===== src/rtl/march_pkg.sv =====
package march_pkg;

  localparam int ELEM_N = 6;
  localparam int ELEM_W = 3;

  typedef enum logic [1:0] {
    ST_IDLE  = 2'd0,
    ST_RUN   = 2'd1,
    ST_FLUSH = 2'd2,
    ST_FIN   = 2'd3
  } seq_st_e;

  // Per-element configuration of the March C- algorithm
  typedef struct packed {
    logic two_ops;    // element has a read followed by a write
    logic op0_write;  // first operation is a write
    logic descend;    // element walks addresses downward
    logic first_val;  // data value of the first operation
  } elem_cfg_t;

  function automatic elem_cfg_t elem_cfg(logic [ELEM_W-1:0] e);
    elem_cfg_t c;
    case (e)
      3'd0:    c = '{two_ops: 1'b0, op0_write: 1'b1, descend: 1'b0, first_val: 1'b0};
      3'd1:    c = '{two_ops: 1'b1, op0_write: 1'b0, descend: 1'b0, first_val: 1'b0};
      3'd2:    c = '{two_ops: 1'b1, op0_write: 1'b0, descend: 1'b0, first_val: 1'b1};
      3'd3:    c = '{two_ops: 1'b1, op0_write: 1'b0, descend: 1'b1, first_val: 1'b0};
      3'd4:    c = '{two_ops: 1'b1, op0_write: 1'b0, descend: 1'b1, first_val: 1'b1};
      default: c = '{two_ops: 1'b0, op0_write: 1'b0, descend: 1'b0, first_val: 1'b0};
    endcase
    return c;
  endfunction

endpackage


===== src/rtl/march_addr_gen.sv =====
module march_addr_gen #(
  parameter int ROW_N = 512,
  parameter int COL_N = 16,
  localparam int ROW_W = (ROW_N > 1) ? $clog2(ROW_N) : 1,
  localparam int COL_W = (COL_N > 1) ? $clog2(COL_N) : 1
) (
  input  logic             clk,
  input  logic             rst_n,
  input  logic             load_i,
  input  logic             load_down_i,
  input  logic             step_i,
  input  logic             down_i,
  output logic [ROW_W-1:0] row_o,
  output logic [COL_W-1:0] col_o,
  output logic             end_o
);

  localparam logic [ROW_W-1:0] ROW_MAX = ROW_W'(ROW_N - 1);
  localparam logic [COL_W-1:0] COL_MAX = COL_W'(COL_N - 1);

  logic [ROW_W-1:0] row_q, row_d;
  logic [COL_W-1:0] col_q, col_d;
  logic             upd;

  always_comb begin
    row_d = row_q;
    col_d = col_q;
    upd   = load_i | step_i;
    if (load_i) begin
      row_d = load_down_i ? ROW_MAX : '0;
      col_d = load_down_i ? COL_MAX : '0;
    end else if (step_i) begin
      if (down_i) begin
        if (col_q == '0) begin
          col_d = COL_MAX;
          row_d = row_q - 1'b1;
        end else begin
          col_d = col_q - 1'b1;
        end
      end else begin
        if (col_q == COL_MAX) begin
          col_d = '0;
          row_d = row_q + 1'b1;
        end else begin
          col_d = col_q + 1'b1;
        end
      end
    end
  end

  always_ff @(posedge clk or negedge rst_n) begin
    if (!rst_n) begin
      row_q <= '0;
      col_q <= '0;
    end else if (upd) begin
      row_q <= row_d;
      col_q <= col_d;
    end
  end

  assign row_o = row_q;
  assign col_o = col_q;
  assign end_o = down_i ? ((row_q == '0) && (col_q == '0))
                        : ((row_q == ROW_MAX) && (col_q == COL_MAX));

endmodule


===== src/rtl/march_seq.sv =====
module march_seq
  import march_pkg::*;
(
  input  logic              clk,
  input  logic              rst_n,
  input  logic              start_i,
  input  logic              addr_end_i,
  output logic              ag_load_o,
  output logic              ag_load_down_o,
  output logic              ag_step_o,
  output logic              ag_down_o,
  output logic              iss_vld_o,
  output logic              iss_we_o,
  output logic              iss_val_o,
  output logic [ELEM_W-1:0] elem_o,
  output logic              clr_o,
  output logic              busy_o,
  output logic              done_o
);

  localparam logic [ELEM_W-1:0] LAST_ELEM = ELEM_W'(ELEM_N - 1);

  seq_st_e           st_q, st_d;
  logic [ELEM_W-1:0] elem_q, elem_d;
  logic              op_q, op_d;
  elem_cfg_t         cfg, cfg_next;
  logic              last_op;

  always_comb begin
    cfg      = elem_cfg(elem_q);
    cfg_next = elem_cfg(elem_q + 1'b1);
    st_d     = st_q;
    elem_d   = elem_q;
    op_d     = op_q;
    ag_load_o      = 1'b0;
    ag_load_down_o = 1'b0;
    ag_step_o      = 1'b0;
    iss_vld_o      = 1'b0;
    clr_o          = 1'b0;
    iss_we_o  = op_q | cfg.op0_write;
    iss_val_o = op_q ? ~cfg.first_val : cfg.first_val;
    last_op   = cfg.two_ops ? op_q : 1'b1;
    case (st_q)
      ST_IDLE: begin
        if (start_i) begin
          st_d      = ST_RUN;
          elem_d    = '0;
          op_d      = 1'b0;
          ag_load_o = 1'b1;
          clr_o     = 1'b1;
        end
      end
      ST_RUN: begin
        iss_vld_o = 1'b1;
        if (!last_op) begin
          op_d = 1'b1;
        end else begin
          op_d = 1'b0;
          if (!addr_end_i) begin
            ag_step_o = 1'b1;
          end else if (elem_q == LAST_ELEM) begin
            st_d = ST_FLUSH;
          end else begin
            elem_d         = elem_q + 1'b1;
            ag_load_o      = 1'b1;
            ag_load_down_o = cfg_next.descend;
          end
        end
      end
      ST_FLUSH: st_d = ST_FIN;
      default:  st_d = ST_IDLE;
    endcase
  end

  always_ff @(posedge clk or negedge rst_n) begin
    if (!rst_n) begin
      st_q   <= ST_IDLE;
      elem_q <= '0;
      op_q   <= 1'b0;
    end else begin
      st_q   <= st_d;
      elem_q <= elem_d;
      op_q   <= op_d;
    end
  end

  assign ag_down_o = cfg.descend;
  assign elem_o    = elem_q;
  assign busy_o    = (st_q == ST_RUN) || (st_q == ST_FLUSH);
  assign done_o    = (st_q == ST_FIN);

endmodule


===== src/rtl/march_cmp.sv =====
module march_cmp
  import march_pkg::*;
#(
  parameter int DW = 32,
  parameter int AW = 13
) (
  input  logic              clk,
  input  logic              rst_n,
  input  logic              clr_i,
  input  logic              rd_iss_i,
  input  logic [AW-1:0]     addr_i,
  input  logic [ELEM_W-1:0] elem_i,
  input  logic              exp_i,
  input  logic [DW-1:0]     rdata_i,
  output logic              fail_o,
  output logic [AW-1:0]     fail_addr_o,
  output logic [ELEM_W-1:0] fail_elem_o,
  output logic              fail_exp_o
);

  logic              p_vld_q;
  logic [AW-1:0]     p_addr_q;
  logic [ELEM_W-1:0] p_elem_q;
  logic              p_exp_q;
  logic              p_en;

  logic              fail_q;
  logic [AW-1:0]     f_addr_q;
  logic [ELEM_W-1:0] f_elem_q;
  logic              f_exp_q;
  logic              miscmp, cap_en;

  assign p_en   = rd_iss_i;
  assign miscmp = p_vld_q && (rdata_i != {DW{p_exp_q}});
  assign cap_en = miscmp && !fail_q && !clr_i;

  // Tag stage: follows the read into the memory's output register
  always_ff @(posedge clk or negedge rst_n) begin
    if (!rst_n) begin
      p_vld_q <= 1'b0;
    end else begin
      p_vld_q <= rd_iss_i;
    end
  end

  always_ff @(posedge clk or negedge rst_n) begin
    if (!rst_n) begin
      p_addr_q <= '0;
      p_elem_q <= '0;
      p_exp_q  <= 1'b0;
    end else if (p_en) begin
      p_addr_q <= addr_i;
      p_elem_q <= elem_i;
      p_exp_q  <= exp_i;
    end
  end

  // Sticky flag and first-failure capture
  always_ff @(posedge clk or negedge rst_n) begin
    if (!rst_n) begin
      fail_q <= 1'b0;
    end else if (clr_i) begin
      fail_q <= 1'b0;
    end else if (miscmp) begin
      fail_q <= 1'b1;
    end
  end

  always_ff @(posedge clk or negedge rst_n) begin
    if (!rst_n) begin
      f_addr_q <= '0;
      f_elem_q <= '0;
      f_exp_q  <= 1'b0;
    end else if (clr_i) begin
      f_addr_q <= '0;
      f_elem_q <= '0;
      f_exp_q  <= 1'b0;
    end else if (cap_en) begin
      f_addr_q <= p_addr_q;
      f_elem_q <= p_elem_q;
      f_exp_q  <= p_exp_q;
    end
  end

  assign fail_o      = fail_q;
  assign fail_addr_o = f_addr_q;
  assign fail_elem_o = f_elem_q;
  assign fail_exp_o  = f_exp_q;

endmodule


===== src/rtl/march_bist_ctrl.sv =====
module march_bist_ctrl
  import march_pkg::*;
#(
  parameter int ROW_N = 512,
  parameter int COL_N = 16,
  parameter int DW    = 32,
  localparam int ROW_W  = (ROW_N > 1) ? $clog2(ROW_N) : 1,
  localparam int COL_W  = (COL_N > 1) ? $clog2(COL_N) : 1,
  localparam int ADDR_W = ROW_W + COL_W
) (
  input  logic              clk,
  input  logic              rst_n,
  input  logic              start_i,
  output logic [ADDR_W-1:0] mem_addr_o,
  output logic [DW-1:0]     mem_wdata_o,
  output logic              mem_we_o,
  output logic              mem_re_o,
  input  logic [DW-1:0]     mem_rdata_i,
  output logic              busy_o,
  output logic              done_o,
  output logic              fail_o,
  output logic [ADDR_W-1:0] fail_addr_o,
  output logic [2:0]        fail_elem_o,
  output logic [DW-1:0]     fail_exp_o
);

  logic             ag_load, ag_load_down, ag_step, ag_down, ag_end;
  logic [ROW_W-1:0] row;
  logic [COL_W-1:0] col;
  logic             iss_vld, iss_we, iss_val, clr;
  logic [ELEM_W-1:0] elem;
  logic             f_exp;

  march_addr_gen #(
    .ROW_N (ROW_N),
    .COL_N (COL_N)
  ) addr_gen_i (
    .clk         (clk),
    .rst_n       (rst_n),
    .load_i      (ag_load),
    .load_down_i (ag_load_down),
    .step_i      (ag_step),
    .down_i      (ag_down),
    .row_o       (row),
    .col_o       (col),
    .end_o       (ag_end)
  );

  march_seq seq_i (
    .clk            (clk),
    .rst_n          (rst_n),
    .start_i        (start_i),
    .addr_end_i     (ag_end),
    .ag_load_o      (ag_load),
    .ag_load_down_o (ag_load_down),
    .ag_step_o      (ag_step),
    .ag_down_o      (ag_down),
    .iss_vld_o      (iss_vld),
    .iss_we_o       (iss_we),
    .iss_val_o      (iss_val),
    .elem_o         (elem),
    .clr_o          (clr),
    .busy_o         (busy_o),
    .done_o         (done_o)
  );

  assign mem_addr_o  = {row, col};
  assign mem_we_o    = iss_vld & iss_we;
  assign mem_re_o    = iss_vld & ~iss_we;
  assign mem_wdata_o = {DW{iss_val}};

  march_cmp #(
    .DW (DW),
    .AW (ADDR_W)
  ) cmp_i (
    .clk         (clk),
    .rst_n       (rst_n),
    .clr_i       (clr),
    .rd_iss_i    (mem_re_o),
    .addr_i      (mem_addr_o),
    .elem_i      (elem),
    .exp_i       (iss_val),
    .rdata_i     (mem_rdata_i),
    .fail_o      (fail_o),
    .fail_addr_o (fail_addr_o),
    .fail_elem_o (fail_elem_o),
    .fail_exp_o  (f_exp)
  );

  assign fail_exp_o = {DW{f_exp}};

endmodule


===== config.mk =====
export PLATFORM = sky130hd
export DESIGN_NAME = march_bist_ctrl
export DESIGN_NICKNAME = d
export VERILOG_FILES = /design/src/rtl/march_pkg.sv /design/src/rtl/march_addr_gen.sv /design/src/rtl/march_seq.sv /design/src/rtl/march_cmp.sv /design/src/rtl/march_bist_ctrl.sv
export SDC_FILE = /design/constraint.sdc
export NUM_CORES = 1
export LEC_CHECK = 0
export BUFFER_PORTS_ARGS = -buffer_cell sky130_fd_sc_hd__buf_2
export CORE_MARGIN = 1.5
export CORE_UTILIZATION = 45
export CTS_BUF_LIST = sky130_fd_sc_hd__clkbuf_16
export DETAILED_ROUTE_END_ITERATION = 7
export PLACE_DENSITY = 0.7
export SLEW_MARGIN = 20
export SYNTH_ARGS = -nofsm -noshare
export SYNTH_HDL_FRONTEND = slang
export SYNTH_HIERARCHICAL = 1
export SYNTH_SLANG_ARGS = --single-unit

===== constraint.sdc =====
create_clock -name clk -period 4.3 [get_ports clk]
set_clock_uncertainty 0.05 [all_clocks]
set_input_delay 0.215 -clock clk [delete_from_list [all_inputs] [get_ports clk]]
set_output_delay 0.215 -clock clk [all_outputs]
set_load 0.005 [all_outputs]

==> impl_metrics.json <==
{
  "violations": "negative hold slack",
  "final_nets": 523,
  "hold_ws_ps": -28.3,
  "ctsHoldBuffers": 0,
  "worst_pin_slew_ps": 861,
  "yosysSeqAreaShare": 0.344,
  "slew_headroom": 0.423,
  "drt-wirelength-per-cell_um": 13.9,
  "core_area_um2": 8680,
  "synth-warning-count": 6,
  "place_ws_ps": 885,
  "grt_max_degree": 56,
  "p_per_area_nw_per_um2": 604,
  "synth.most_common_cell": "buf_4",
  "wl_met1_um": 3610,
  "leakagePower_nw": 2.19,
  "dr.pass1.iters": 4,
  "worst_skew_pair.late_latency_ps": 290,
  "fmax_mhz": 286,
  "drive_gt1_frac": 0.382,
  "criticalPathCategory": "reg2reg",
  "syn_area_per_cell_um2": 9.82,
  "hp-class": "in2async",
  "grt_pass1_vias": 2815,
  "cts-resized-gates": 0,
  "cts_setup_buffers": 0,
  "critPathArrivalTime_ps": 3670,
  "cts_max_level": 2,
  "port-buffer-count": 132,
  "fin_crit_ps": 3490,
  "antenna_found_initial": 0,
  "die_height_um": 97.4,
  "final-hold-violation-count": 11,
  "met2_length_um": 3810,
  "utilization": 0.508,
  "cts_sinks": 55,
  "slew_viol_final": 0,
  "synth_top_area_frac": 0.344,
  "fin_crit_sh": 0.812,
  "cap_violations": 0,
  "status": "finished, violations left",
  "fillers": 789,
  "clock-root-buffer": "clkbuf_16",
  "drc": 0,
  "vdd_drop_max_v": 0.000210,
  "die_x_um": 97.4,
  "end_kind": "flip-flop",
  "grt_pass1_wl_um": 13500,
  "cts-buffers-inserted": 5,
  "synth_common_cells": "68 x buf_4, 55 x dfrtp_1, 38 x nand2b_1",
  "drt-initial-drc-count": 181,
  "vias": 3073,
  "cts_tree": "built",
  "wirelength_um": 8030,
  "top_layer_used": "met4",
  "track_usage": 0.169,
  "p_total_mw": 2.66,
  "wl_met3_um": 550,
  "final_area_um2": 4410,
  "final-setup-viol-count": 0,
  "setup_tns_ps": 0,
  "num_antenna_cells": 0,
  "start_util": 0.462,
  "synth_fp_nets": 461,
  "cp-start-kind": "flip-flop",
  "async_reset_ff_frac": 1.00,
  "synthFlopType": "dfrtp_1",
  "clkTransAtPathRegs_ps": 70,
  "synth_seq_cells": 55,
  "areaGrowthSynthToFinish_pct": 10.1,
  "synth_area_um2": 4010,
  "yosysTopAreaCell": "dfrtp_1",
  "ys_types": 64,
  "postPlaceCellArea_um2": 4260,
  "rsz0062_at_grt": "false",
  "worstPathRequired_ps": 4480,
  "setup_slack_ps": 809,
  "overflow": 0,
  "hpwlAfterDp_um": 6030,
  "num_rows": 34,
  "synth_edf_count": 0,
  "globalplace.congestion": 0.843,
  "critPathMaxFanout": 18,
  "viasPerCell": 5.31,
  "route.antenna.remaining_nets": 0,
  "syn_inst": 408,
  "io_pins": 133,
  "design.die.area_um2": 9480,
  "ys_top_cells_by_area": "dfrtp_1 34%, buf_4 13%, nand2b_1 5.9%, mux2i_1 5.5%, ha_1 5.3%",
  "clockBufferDepth": 2
}
[cell usage in the layout (no fill, tap or decap), types with 3 or more instances in the layout]
| cell | Yosys | routed |
|---|---|---|
| dfrtp_1 | 55 | 55 |
| or3_1 | 7 | 7 |
| clkbuf_16 | 0 | 5 |
| inv_1 | 9 | 9 |
| ha_1 | 17 | 17 |
| buf_4 | 68 | 4 |
| mux2_2 | 18 | 18 |
| a21boi_1 | 3 | 3 |
| a211oi_1 | 3 | 3 |
| o21ai_0 | 4 | 4 |
| or4_1 | 4 | 4 |
| a21o_1 | 5 | 5 |
| xnor2_1 | 5 | 4 |
| nand4b_1 | 3 | 3 |
| nor3b_1 | 3 | 3 |
| a31oi_1 | 3 | 3 |
| nor3_1 | 11 | 11 |
| nor2_1 | 17 | 17 |
| buf_2 | 3 | 132 |
| nor4_1 | 6 | 6 |
| nand2_1 | 14 | 14 |
| mux2i_1 | 22 | 22 |
| a21oi_1 | 15 | 15 |
| nand2b_1 | 38 | 38 |
| o31ai_1 | 5 | 5 |
| nand4_1 | 6 | 6 |
| nand3_1 | 11 | 11 |
[registers in the layout, summed over array words and instances, names as in the netlist, 2 cells and up]
name / count
addr_gen_i/row_o: 9
seq_i/elem_o: 3
addr_gen_i/col_o: 4
cmp_i/fail_addr_o: 13
cmp_i/p_addr_q: 13
seq_i/st_q: 2
cmp_i/p_elem_q: 3
cmp_i/fail_elem_o: 3
[worst max-delay path: stages (launching register included)]
cell	delay, ps
dfrtp_1	410
inv_1	120
ha_1	280
nand2_1	90
nand2_1	70
buf_4	200
nand4b_1	270
nor3_1	250
nand3_1	100
o31ai_1	210
o311ai_2	270
a21oi_1	150
or2_1	280
buf_4	260
nor3_1	70
mux2i_1	160
o311a_1	180
[through the flow]
stage                     cells  hold slack, ps
after CTS                   579            24.3
after global placement      571             335
after detailed placement    571             338
final                       579           -28.3
after global routing        579            55.0
after floorplan             408            -131
[routing by layer]
layer  GRT usage  vias up
met1       0.227     1445
met2       0.288      114
li1            -     1510
met5           0        -
met3      0.0295        4
met4      0.0374        0
[final cells by class]
| class | count | area, µm² | area share |
|---|---|---|---|
| tap | 108 | 135 | 0.0306 |
| timing repair buffer | 136 | 691 | 0.157 |
| clock buffer | 5 | 125 | 0.0284 |
| multi-input combinational | 262 | 2020 | 0.457 |
| sequential | 55 | 1380 | 0.312 |
| inverter | 10 | 37.5 | 0.00851 |
| clock inverter | 3 | 28.8 | 0.00652 |
[report_power, final]
part | total [mW] | switching, mW | leakage, nW | internal, mW
Sequential | 0.962 | 0.250 | 0.719 | 0.712
Clock | 0.413 | 0.191 | 0.0759 | 0.222
Combinational | 1.29 | 0.626 | 1.39 | 0.662
[cell families (layout without fill, tap and decap cells)]
kind of cell | after synthesis | in the layout | share of synthesized area
XOR/XNOR | 7 | 7 | 0.0153
adder cells (fa/ha/maj) | 18 | 18 | 0.0581
multiplexers | 41 | 41 | 0.108
AO/OA/AOI/OAI | 63 | 63 | 0.124
buffers and inverters | 91 | 154 | 0.155
AND/OR/NAND/NOR | 133 | 133 | 0.196
flip-flops | 55 | 55 | 0.344
[worst paths after layout]
check                      slack [ps]                               to  cells past startpoint                          start
max                               810  addr_gen_i/row_o[5]$_DFFE_PN0P_                     16    seq_i/elem_o[0]$_DFFE_PN0P_
min                               -30        seq_i/st_q[1]$_DFFE_PN0P_                      2                          rst_n
max reg2reg                       810  addr_gen_i/row_o[5]$_DFFE_PN0P_                     16    seq_i/elem_o[0]$_DFFE_PN0P_
min reg2reg                       460    cmp_i/p_addr_q[4]$_DFFE_PN0P_                      1  cmp_i/p_addr_q[4]$_DFFE_PN0P_
max in group asynchronous        3750   cmp_i/p_addr_q[10]$_DFFE_PN0P_                      2                          rst_n
min in group clk                  220           seq_i/op_q$_DFFE_PN0P_                      3                        start_i
Note: power is estimated with default switching activity, not from simulation.
